==> src/rtl/hostbus_pkg.sv <==
package hostbus_pkg;
    typedef enum logic [1:0] {W_HOLD, W_ARMED, W_LOW} wstate_t;
    typedef enum logic [1:0] {R_IDLE, R_SETUP, R_HOLD} rstate_t;

    localparam int ADR_CTRL    = 'h00;
    localparam int ADR_FILL    = 'h01;
    localparam int ADR_SCRATCH = 'h02;
    localparam int ADR_BUF     = 'h10;

    localparam int BIT_IEN  = 0;
    localparam int BIT_DIR  = 1;
    localparam int BIT_OVF  = 8;
    localparam int BIT_UDF  = 9;
endpackage

==> src/rtl/hb_wstrobe.sv <==
module hb_wstrobe
    import hostbus_pkg::*;
#(
    parameter int AW = 7,
    parameter int DW = 16
) (
    input  logic          clk,
    input  logic          rst_n,
    input  logic          ce_n,
    input  logic          we_n,
    input  logic [AW-1:0] addr,
    input  logic [DW-1:0] din,
    output logic          commit,
    output logic [AW-1:0] c_addr,
    output logic [DW-1:0] c_data
);
    wstate_t st, nxt;

    always_comb begin
        nxt = st;
        unique case (st)
            W_HOLD:  if (we_n) nxt = W_ARMED;
            W_ARMED: if (!we_n) nxt = ce_n ? W_HOLD : W_LOW;
            W_LOW:   nxt = we_n ? W_ARMED : W_HOLD;
            default: nxt = W_HOLD;
        endcase
    end

    always_ff @(posedge clk or negedge rst_n) begin
        if (!rst_n) st <= W_HOLD;
        else        st <= nxt;
    end

    always_ff @(posedge clk or negedge rst_n) begin
        if (!rst_n) begin
            c_addr <= '0;
            c_data <= '0;
        end else if (st == W_ARMED && !we_n && !ce_n) begin
            c_addr <= addr;
            c_data <= din;
        end
    end

    assign commit = (st == W_LOW) && we_n;
endmodule

==> src/rtl/hb_rdseq.sv <==
module hb_rdseq
    import hostbus_pkg::*;
#(
    parameter int AW = 7
) (
    input  logic          clk,
    input  logic          rst_n,
    input  logic          ce_n,
    input  logic          we_n,
    input  logic [AW-1:0] addr,
    output logic          fetch,
    output logic          done,
    output logic [AW-1:0] r_addr
);
    rstate_t st, nxt;
    logic    ce_q;
    logic    start;

    assign start = (st == R_IDLE) && !ce_n && ce_q && we_n;

    always_comb begin
        nxt = st;
        unique case (st)
            R_IDLE:  if (start) nxt = R_SETUP;
            R_SETUP: nxt = ce_n ? R_IDLE : R_HOLD;
            R_HOLD:  if (ce_n) nxt = R_IDLE;
            default: nxt = R_IDLE;
        endcase
    end

    always_ff @(posedge clk or negedge rst_n) begin
        if (!rst_n) begin
            st     <= R_IDLE;
            ce_q   <= 1'b1;
            r_addr <= '0;
        end else begin
            st   <= nxt;
            ce_q <= ce_n;
            if (start) r_addr <= addr;
        end
    end

    assign fetch = (st == R_SETUP) && !ce_n;
    assign done  = (st == R_HOLD) && ce_n;
endmodule

==> src/rtl/hb_fifo.sv <==
module hb_fifo #(
    parameter int DW    = 16,
    parameter int DEPTH = 16,
    localparam int PW   = $clog2(DEPTH),
    localparam int CW   = PW + 1
) (
    input  logic          clk,
    input  logic          rst_n,
    input  logic          push,
    input  logic          pop,
    input  logic [DW-1:0] wdata,
    output logic [DW-1:0] head,
    output logic [CW-1:0] count,
    output logic          full,
    output logic          empty
);
    logic [DW-1:0] mem [DEPTH];
    logic [PW-1:0] wp, rp;
    logic          do_push, do_pop;

    assign full    = (count == CW'(DEPTH));
    assign empty   = (count == '0);
    assign do_push = push && !full;
    assign do_pop  = pop && !empty;
    assign head    = empty ? '0 : mem[rp];

    always_ff @(posedge clk) begin
        if (do_push) mem[wp] <= wdata;
    end

    always_ff @(posedge clk or negedge rst_n) begin
        if (!rst_n) begin
            wp    <= '0;
            rp    <= '0;
            count <= '0;
        end else begin
            if (do_push) wp <= (wp == PW'(DEPTH - 1)) ? '0 : wp + 1'b1;
            if (do_pop)  rp <= (rp == PW'(DEPTH - 1)) ? '0 : rp + 1'b1;
            unique case ({do_push, do_pop})
                2'b10:   count <= count + 1'b1;
                2'b01:   count <= count - 1'b1;
                default: count <= count;
            endcase
        end
    end
endmodule

==> src/rtl/hostbus_regport.sv <==
module hostbus_regport
    import hostbus_pkg::*;
#(
    parameter int AW    = 7,
    parameter int DW    = 16,
    parameter int DEPTH = 16,
    localparam int CW   = $clog2(DEPTH) + 1
) (
    input  logic          clk,
    input  logic          rst_n,
    input  logic [AW-1:0] addr,
    input  logic          ce_n,
    input  logic          we_n,
    input  logic          oe_n,
    input  logic [DW-1:0] din,
    output logic [DW-1:0] dout,
    output logic          dout_en,
    output logic          buf_rdy,
    output logic          irq
);
    logic          wr_commit, rd_fetch, rd_done;
    logic [AW-1:0] wr_addr, rd_addr;
    logic [DW-1:0] wr_data, fifo_head, rmux, rdata_q, scratch_q;
    logic [CW-1:0] fifo_cnt;
    logic          fifo_full, fifo_empty;
    logic          ien_q, dir_q;
    logic [1:0]    pend_q;
    logic          push, pop, ovf, udf, clr_hit;

    hb_wstrobe #(.AW(AW), .DW(DW)) u_wr (
        .clk(clk), .rst_n(rst_n), .ce_n(ce_n), .we_n(we_n), .addr(addr),
        .din(din), .commit(wr_commit), .c_addr(wr_addr), .c_data(wr_data)
    );

    hb_rdseq #(.AW(AW)) u_rd (
        .clk(clk), .rst_n(rst_n), .ce_n(ce_n), .we_n(we_n), .addr(addr),
        .fetch(rd_fetch), .done(rd_done), .r_addr(rd_addr)
    );

    assign push    = wr_commit && (wr_addr == AW'(ADR_BUF));
    assign pop     = rd_done && (rd_addr == AW'(ADR_BUF));
    assign ovf     = push && fifo_full;
    assign udf     = pop && fifo_empty;
    assign clr_hit = wr_commit && (wr_addr == AW'(ADR_CTRL));

    hb_fifo #(.DW(DW), .DEPTH(DEPTH)) u_buf (
        .clk(clk), .rst_n(rst_n), .push(push), .pop(pop), .wdata(wr_data),
        .head(fifo_head), .count(fifo_cnt), .full(fifo_full), .empty(fifo_empty)
    );

    always_ff @(posedge clk or negedge rst_n) begin
        if (!rst_n) begin
            ien_q     <= 1'b0;
            dir_q     <= 1'b0;
            scratch_q <= '0;
            pend_q    <= '0;
        end else begin
            if (clr_hit) begin
                ien_q <= wr_data[BIT_IEN];
                dir_q <= wr_data[BIT_DIR];
            end
            if (wr_commit && wr_addr == AW'(ADR_SCRATCH)) scratch_q <= wr_data;
            pend_q <= (pend_q & ~(clr_hit ? {wr_data[BIT_UDF], wr_data[BIT_OVF]} : 2'b00))
                      | {udf, ovf};
        end
    end

    always_comb begin
        rmux = '0;
        unique case (rd_addr)
            AW'(ADR_CTRL): begin
                rmux[BIT_IEN] = ien_q;
                rmux[BIT_DIR] = dir_q;
                rmux[BIT_OVF] = pend_q[0];
                rmux[BIT_UDF] = pend_q[1];
            end
            AW'(ADR_FILL):    rmux = {{(DW-CW){1'b0}}, fifo_cnt};
            AW'(ADR_SCRATCH): rmux = scratch_q;
            AW'(ADR_BUF):     rmux = fifo_head;
            default:          rmux = '0;
        endcase
    end

    always_ff @(posedge clk or negedge rst_n) begin
        if (!rst_n)        rdata_q <= '0;
        else if (rd_fetch) rdata_q <= rmux;
    end

    assign dout    = rdata_q;
    assign dout_en = !oe_n && !ce_n;
    assign buf_rdy = dir_q ? !fifo_full : !fifo_empty;
    assign irq     = ien_q && (pend_q != 2'b00);
endmodule

==> config.mk <==
export PLATFORM = sky130hd
export DESIGN_NAME = hostbus_regport
export DESIGN_NICKNAME = d
export VERILOG_FILES = /design/src/rtl/hostbus_pkg.sv /design/src/rtl/hb_wstrobe.sv /design/src/rtl/hb_rdseq.sv /design/src/rtl/hb_fifo.sv /design/src/rtl/hostbus_regport.sv
export SDC_FILE = /design/constraint.sdc
export NUM_CORES = 1
export LEC_CHECK = 0
export BUFFER_PORTS_ARGS = -buffer_cell sky130_fd_sc_hd__clkbuf_2
export CORE_MARGIN = 4
export CORE_UTILIZATION = 45
export DETAILED_ROUTE_END_ITERATION = 10
export MAX_ROUTING_LAYER = met4
export RECOVER_POWER = 25
export REMOVE_ABC_BUFFERS = 1
export SKIP_LAST_GASP = 1
export SLEW_MARGIN = 20
export SYNTH_ARGS = -nofsm -noshare
export SYNTH_HDL_FRONTEND = slang
export SYNTH_HIERARCHICAL = 1
export SYNTH_SLANG_ARGS = --single-unit
==> constraint.sdc <==
create_clock -name clk -period 3 [get_ports clk]
set_input_delay 0.3 -clock clk [delete_from_list [all_inputs] [get_ports clk]]
set_output_delay 0.3 -clock clk [all_outputs]
set_load 0.05 [all_outputs]
==> results of run 1 <==
==> metrics by stage <==
step / worst slack (ps) / cells / area [sq um] / total power (uW)
3_3_place_gp: 199.6 / 1185 / 14720 / 6433
2_1_floorplan: -649.0 / 693 / 13470 / 6141
4_1_cts: 94.14 / 1254 / 15950 / 10970
3_5_place_dp: 141.9 / 1185 / 14720 / 6484
5_1_grt: 10.72 / 1254 / 15960 / 11290
6_report: 163.5 / 1254 / 15960 / 10860
==> layer usage <==
metal	wire length, um	track usage
met3	1460	0.02950
met5	0	-
met1	12800	0.2534
met4	743	0.05344
met2	15810	0.3212
==> cell families after synthesis <==
kind of cell	count (synthesis)
flops	340
simple gates	93
buf+inv	52
xor+xnor	10
compound gates	80
mux	151
fa+ha+maj	8
==> state kept, by name (all words and copies together), names as in the netlist <==
register,flops
u_rd/ce_q,1
pend_q,2
u_rd/r_addr,7
u_buf/mem,256
dout,16
u_wr/st,2
u_buf/count,5
u_rd/st,2
scratch_q,16
u_buf/rp,4
u_wr/c_data,16
u_buf/wp,4
dir_q,1
ien_q,1
u_wr/c_addr,7
==> power groups by stage <==
stage	sequential (uW)	clock, uW	combinational, uW
2_1_floorplan	5840	0	303
3_3_place_gp	5820	0	608
3_5_place_dp	5860	0	624
4_1_cts	5760	4580	631
5_1_grt	5810	4800	677
6_report	5770	4470	624
==> worst paths after layout <==
path | endpoint | cells after the start | slack (ps) | from
min in group asynchronous | u_wr/c_data[1] | 2 | 670 | rst_n
setup reg to reg | u_buf/count[4] | 12 | 160 | u_rd/r_addr[3]
hold / removal | u_wr/c_data[10] | 2 | 20 | din[10]
max in group asynchronous | u_buf/rp[1] | 2 | 1320 | rst_n
hold reg to reg | dout[6] | 1 | 490 | dout[6]
setup / recovery | u_buf/count[4] | 12 | 160 | u_rd/r_addr[3]
==> placed cells by master (no fill, tap or decap), types with 3 or more instances in the layout <==
cell type and instances:
a22o_1 4, mux2_2 66, ha_1 8, edfxtp_1 256, buf_4 52, dfrtp_1 80, mux2i_1 20, nor2b_1 3
clkbuf_8 4, xnor2_1 5, a21oi_1 24, buf_12 4, xor2_1 5, a22oi_1 7, inv_1 11, mux4_2 60
clkbuf_1 14, o2bb2ai_1 9, a221oi_1 6, bufinv_16 3, nor3_2 4, mux4_1 5, nand2b_1 3, nand2_1 13
clkbuf_16 39, nand3_1 9, clkinv_2 5, o21ai_0 21, nor2_2 11, nor3_1 4, nor2_1 24, clkbuf_2 45
==> cell type report <==
class,instances,area [sq um]
Clock buffer,56,1080
Clock inverter,11,131.4
Fill cell,2328,13910
Inverter,11,41.29
Multi-Input combinational cell,342,3704
Sequential cell,340,9799
Tap cell,390,488.0
Timing Repair Buffer,104,719.4
==> repair_timing <==
action | CTS | global route
hold buffers | 2 | 0
resized for setup | 0 | 3
setup endpoints to repair | 0 | 2
hold endpoints to repair | 50 | 0
==> flow_summary.ini, run 1 <==
[detailed_routing]
routed_wl_mm = 30.82
vias = 7234
drt_pass1_iterations = 5
drtAntennaViolNets = 0
routedWlPerCell_um = 24.57
viasPerCell = 5.769
drc = 0
drt_iter0_markers = 627

[timing]
worst_slew_pin_slew_ps = 1399
finalClockSkew_ps = 18.16
rsz0062_at_grt = no
period_share = 0.9455
slew_headroom = 0.06763
fin_crit_ps = 2836
slew_violations = 0
setup_violations = 0
hold-worst-slack_ps = 20.54
fmax_mhz = 352.6
tns_ps = 0
finalHoldViolCount = 0

[power]
power_density_mw_per_mm2 = 680.4
p_sw_frac = 0.2241
peakVddDrop_v = 0.0003651
p_int_uw = 8427
seq_power_share = 0.531
p_leak_uw = 0.005625
clockPowerShare = 0.412
combinationalPowerShare = 0.057
p_switching_uw = 2434

[worst_setup_path]
cpLargestDelayFamily = simple AND/OR/NAND/NOR gates
cp.arrival_ps = 3270
slowest_stage = or4_4
crit_buf_inv = 1
worstPathRequired_ps = 3430
path_class = reg -> reg
cp-start-kind = register
max_stage_delay_ps = 570
path_cells = or4_4 -> nor4b_4 -> and2_4 -> nand2_1 -> inv_1 -> ha_1 -> xor2_1 -> ha_1 -> and3b_1 -> o21ai_0 -> a21oi_1 -> xor2_1
cp-end-kind = register
worst-path-max-fanout = 4

[floorplanning]
fp.dieW_um = 182.5
start_util = 0.4587
die_h_um = 182.5
num_rows = 63
ios = 47
coreArea_sq_mm = 0.02987
die_area_sq_mm = 0.03331

[clock_network]
cts.path.max_buffers = 3
cts.sinks = 340
clk_latency_ps = 510
cts_setup_buffers = 0
tritoncts.num_buffers = 37
cts_tree = yes
ctsHtreeMaxLevel = 2
cts-root-buf = clkbuf_16
path_clk_slew_ps = 60

[finish]
final_nets = 872
fin_util = 0.5343
insertedDiodeCount = 0
layout-drive-gt1-share = 0.3553
area_growth_pct = 16.49

[synth]
ys_seq_elements = 340
synth_cell_types = 49
synth_simple_gate_area_frac = 0.03734
synthXorXnorAreaFrac = 0.006392
ys_warn_count = 6
synth_compound_area_frac = 0.03744
synth_adder_area_share = 0.007305
synth_top_area_share = 0.5610
synthMuxAreaShare = 0.1770
synth_cells = 734
netlist_area_sq_mm = 0.01370
yosysTopAreaCell = edfxtp_1
yosysSeqAreaShare = 0.7145
synth_area_leaders = edfxtp_1, dfrtp_1, mux4_2
synth_ff_type = edfxtp_1
yosysMostFrequentCell = edfxtp_1
synthArstFlopShare = 0.2471
synth_common_cells = edfxtp_1, dfrtp_1, mux2_2
syn_avg_cell_area_sq_um = 18.67
synth_top_family_by_area = multiplexers
synth_edf_count = 256

[placed_design]
place_hpwl_mm = 20.17
portBuffers = 46
place_congestion = 0.8565

[outcome]
status = complete, no violations

[global_route]
grt_pass1_vias = 7852
grt.overflow.total = 0
grt_max_degree = 53
grt_usage = 0.1940
grt_pass1_wl_mm = 47.60
grt_antenna_before_repair = 0

[job]
maxCapViolCount = 0

[min_path]
min_path_type = in -> reg
Note: power is estimated with default switching activity, not from simulation.
==> run 2: changes to the inputs <==
CTS_CLUSTER_DIAMETER = 200   (was not set)
SETUP_SLACK_MARGIN = 0.2   (was not set)
==> run 2 against run 1 <==
Against the previous run:
- count of clock-buffer cells in the layout unchanged
- die area unchanged
- critical path type unchanged
- highest routed layer unchanged
- largest cell class unchanged
- total power about the same
- largest power group unchanged
==> flow_summary.ini, run 2 (same netlist as run 1, synthesis figures left out) <==
[floorplanning]
fp.dieW_um = 182.5
ios = 47
die_area_sq_mm = 0.03331
coreArea_sq_mm = 0.02987
num_rows = 63
start_util = 0.4587
die_h_um = 182.5

[detailed_routing]
viasPerCell = 5.742
routedWlPerCell_um = 24.59
drtAntennaViolNets = 0
drt_iter0_markers = 626
drt_pass1_iterations = 5
routed_wl_mm = 30.93
drc = 0
vias = 7223

[timing]
fmax_mhz = 360.2
finalHoldViolCount = 0
slew_headroom = 0.06290
finalClockSkew_ps = 16.01
rsz0062_at_grt = yes
period_share = 0.9254
slew_violations = 0
setup_violations = 0
fin_crit_ps = 2776
worst_slew_pin_slew_ps = 1406

[global_route]
grt_pass1_wl_mm = 47.71
grt_antenna_before_repair = 0
grt_max_degree = 53
grt.overflow.total = 0
grt_pass1_vias = 7860
grt_usage = 0.1944

[clock_network]
cts.path.max_buffers = 3
cts-root-buf = clkbuf_16
cts_tree = yes
cts.sinks = 340
path_clk_slew_ps = 50
clk_latency_ps = 510
ctsHtreeMaxLevel = 2
tritoncts.num_buffers = 37

[worst_setup_path]
rrSetupSlack_ps = 220
worst-path-max-fanout = 4
worstPathRequired_ps = 3380
cp-end-kind = register
slowest_stage = or4_4
reg2reg_from = u_wr/c_addr[0]
r2r_cells = 13
path_cells = or4_4 -> nor4_4 -> inv_1 -> a31oi_4 -> inv_2 -> ha_4 -> xor2_1 -> ha_2 -> buf_4 -> a21oi_1 -> xor2_1 -> nor2_1 -> xor2_1
cp.arrival_ps = 3160
crit_top_cell = xor2_1
rr_endpoint = u_buf/count[2]
max_stage_delay_ps = 580
cp-start-kind = register
path_class = reg -> reg

[finish]
layout_commonest_cell = edfxtp_1
layout-drive-gt1-share = 0.3664
area_growth_pct = 17.11
insertedDiodeCount = 0
regMostFlops = u_buf/mem
mostFrequentLayoutCells = edfxtp_1, dfrtp_1, mux2_2, mux4_2, buf_4
final_nets = 876
final_cell_area_sq_mm = 0.01605
largest_reg_flops = 256

[min_path]
min_path_cells = 2
min_path_type = in -> reg
hold_end = u_wr/c_data[8]
hp-start = din[8]

[power]
p_switching_uw = 2441
p_int_uw = 8428
p_leak_uw = 0.005653
combinationalPowerShare = 0.058
p_sw_frac = 0.2246
peakVddDrop_v = 0.0003663
power_density_mw_per_mm2 = 677.3
clockPowerShare = 0.412
power_uw = 10870
seq_power_share = 0.531

[job]
maxCapViolCount = 0

[placed_design]
place_congestion = 0.8565
place_hpwl_mm = 20.17
dpl_cell_area_sq_mm = 0.01472
portBuffers = 46

[outcome]
status = complete, no violations
==> run 2: stage by stage <==
stage	setup TNS [ps]	cells	hold slack, ps	setup slack (ps)	util
finish	0	1258	17.82	223.8	0.5372
floorplan	-31030	693	4.409	-649.0	-
detailed placement	0	1185	404.9	141.9	0.4928
global placement	0	1185	388.3	199.6	0.4928
global route	0	1258	5.714	153.1	0.5372
CTS	0	1254	1.900	211.8	0.5347
==> run 2: routing by layer <==
layer	global-route usage	wire length, um	up-vias
li1	-	-	3146
met1	0.2538	12920	3841
met2	0.3220	15900	185
met3	0.02950	1351	51
met4	0.05344	769	0
met5	-	0	-
==> run 2: final cells by class <==
type                    count  area [sq um]
clock buffers              56          1080
clock inverters            11         131.4
fillers                  2324         13830
inverters                  11         43.79
multi-input cells         342          3756
flip-flops and latches    340          9799
well taps                 390         488.0
repair buffers            108         749.5
==> run 2: worst max path at each step <==
stage	end	from	slack [ps]
2_1_floorplan	dout[14]	u_buf/rp[0]	-650
3_3_place_gp	u_buf/count[4]	u_rd/r_addr[3]	200
3_5_place_dp	u_buf/count[4]	u_rd/r_addr[3]	140
4_1_cts	dout[14]	u_buf/rp[0]	210
5_1_grt	u_buf/count[4]	u_rd/r_addr[6]	150
6_report	u_buf/count[2]	u_wr/c_addr[0]	220
==> run 2: worst max-delay path, delay by kind of cell (launching register included) <==
| kind | cells | cell delay (ps) |
|---|---|---|
| AO/OA/AOI/OAI | 2 | 340 |
| XOR/XNOR | 3 | 450 |
| adder cells (fa/ha/maj) | 2 | 370 |
| buffers and inverters | 3 | 320 |
| flip-flops | 1 | 370 |
| AND/OR/NAND/NOR | 3 | 810 |
==> run 2: power by group through the flow <==
stage | combinational [uW] | sequential, uW | clock [uW]
detailed placement | 624 | 5860 | 0
global placement | 608 | 5820 | 0
finish | 629 | 5770 | 4470
global route | 682 | 5810 | 4800
CTS | 634 | 5760 | 4580
floorplan | 303 | 5840 | 0
==> run 2: repair_timing <==
item / 4_1_cts / 5_1_grt
setup endpoints to repair: 2 / 4
endpoints found under the hold margin: 50 / 0
pin swaps: 1 / 3
resized for setup: 7 / 8
buffers inserted: 0 / 4
hold buffers: 2 / 0
==> run 3: changes to the inputs <==
CORE_ASPECT_RATIO = 0.5   (was not set)
==> run 3 against run 2 <==
Against the previous run:
- the flow now finishes with violations (max-capacitance violations, max-slew violations)
- maximum frequency is 3.1% higher
- final cell count is 1.4% higher
- register-to-register slack better by 80 ps
- critical endpoint is now u_buf/count[4]
- first-iteration DRC count is 1.1% higher
- via count is 0.32% higher
- non-clock buffer count is 28 higher
- sequential power hardly changed
==> flow_summary.ini, run 3 (same netlist as run 1, synthesis figures left out) <==
[outcome]
status = finished with violations
failed_checks = max-capacitance violations, max-slew violations

[finish]
final_cell_area_sq_mm = 0.01612
area_growth_pct = 17.62
insertedDiodeCount = 0
layout_commonest_cell = edfxtp_1
final_nets = 897
mostFrequentLayoutCells = edfxtp_1, dfrtp_1, mux2_2, mux4_2, buf_4
largest_reg_flops = 256
layout-drive-gt1-share = 0.3559
regMostFlops = u_buf/mem
fillers = 2341

[clock_network]
clk_latency_ps = 570
cts_tree = yes
path_clk_slew_ps = 70
ctsHtreeMaxLevel = 1
cts.path.max_buffers = 3
cts-root-buf = clkbuf_16
cts.sinks = 340
tritoncts.num_buffers = 30

[job]
maxCapViolCount = 1

[placed_design]
place_hpwl_mm = 19.54
place_congestion = 0.7887
portBuffers = 46
dpl_cell_area_sq_mm = 0.01480

[floorplanning]
die_area_sq_mm = 0.03348
coreArea_sq_mm = 0.02951
ios = 47
die_h_um = 131.4
start_util = 0.4644
fp.dieW_um = 254.8
num_rows = 44

[global_route]
grt_pass1_wl_mm = 47.11
grt_max_degree = 36
grt_antenna_before_repair = 0
grt.overflow.total = 0
grt_pass1_vias = 7606
grt_usage = 0.1925

[detailed_routing]
vias = 7246
drt_iter0_markers = 633
drc = 0
met2_length_mm = 14.51
drt_pass1_iterations = 5
drtAntennaViolNets = 0
topRoutingLayerUsed = met4
wl_met3_mm = 1.511
routedWlPerCell_um = 24.13
m1WireLength_mm = 14.22
viasPerCell = 5.679
routed_wl_mm = 30.79

[timing]
period_share = 0.8972
slew_violations = 36
setup_violations = 0
fmax_mhz = 371.5
finalHoldViolCount = 0
tns_ps = 0
finalClockSkew_ps = 10.74
slew_headroom = -0.3221
worst_slew_pin_slew_ps = 1983
fin_crit_ps = 2692
rsz0062_at_grt = yes

[worst_setup_path]
path_cells = or4_4 -> nor4b_4 -> and2_4 -> nand2_4 -> inv_4 -> ha_4 -> xor2_1 -> ha_2 -> inv_1 -> a32oi_1 -> a21oi_1 -> xor2_1
path_class = reg -> reg
crit_start = u_rd/r_addr[6]
cpLargestDelayFamily = simple AND/OR/NAND/NOR gates
r2r_cells = 12
cp-start-kind = register
crit_end = u_buf/count[4]
crit_top_cell = xor2_1
cp-end-kind = register
cp.arrival_ps = 3140
reg2reg_from = u_rd/r_addr[6]
rrSetupSlack_ps = 310
rr_endpoint = u_buf/count[4]
crit_buf_inv = 2
cp.depth = 12
worstPathRequired_ps = 3450
slowest_stage = or4_4
max_stage_delay_ps = 560
worst-path-max-fanout = 3

[power]
peakVddDrop_v = 0.0004242
p_leak_uw = 0.005668
power_density_mw_per_mm2 = 641.5

[min_path]
min_path_type = in -> reg
[run 3: layout make-up]
type                       instances  area (sq um)  area share
timing repair buffer             136          1046     0.06490
clock inverter                    14         178.9     0.01110
clock buffer                      42         825.8     0.05123
multi-input combinational        342          3735      0.2317
sequential                       340          9799      0.6080
tap                              391         489.2     0.03035
inverter                          11         43.79    0.002717
[run 3: report_power, final]
| group | total (uW) | leakage, uW | switching, uW | internal, uW |
|---|---|---|---|---|
| clock network | 3940 | 0.000496 | 1670 | 2270 |
| logic | 664 | 0.00180 | 360 | 304 |
| registers | 5740 | 0.00337 | 337 | 5400 |
| total | 10300 | 0.00567 | 2370 | 7970 |
[run 3: what timing repair did]
action / 4_1_cts / 5_1_grt
setup endpoints to repair: 2 / 106
hold endpoints to repair: 62 / 0
hold buffers: 24 / 0
gates resized for setup: 2 / 10
pin swaps: 0 / 4
setup buffers: 0 / 5
[run 3: worst min path at each step]
stage,start,slack [ps],cells after the start,end
global route,din[3],7,2,u_wr/c_data[3]
floorplan,rst_n,4,0,dir_q
detailed placement,rst_n,290,1,scratch_q[8]
finish,din[3],40,2,u_wr/c_data[3]
global placement,rst_n,300,1,scratch_q[8]
CTS,din[3],7,2,u_wr/c_data[3]
[run 3: metrics by stage]
step	utilization	total power [uW]	cells	hold WS, ps	setup WS, ps
after floorplan	-	6141	693	4.409	-649.0
after global placement	0.5016	6453	1191	295.4	220.7
after detailed placement	0.5016	6485	1191	292.3	130.4
after CTS	0.5440	10430	1271	7.018	206.8
after global routing	0.5462	10740	1276	7.366	179.8
final	0.5462	10340	1276	41.26	308.4
[run 3: routing by layer]
| layer | vias up | track usage |
|---|---|---|
| met5 | - | - |
| met4 | 0 | 0.03360 |
| met3 | 38 | 0.03199 |
| met2 | 184 | 0.2945 |
| met1 | 3843 | 0.2802 |
| li1 | 3181 | - |
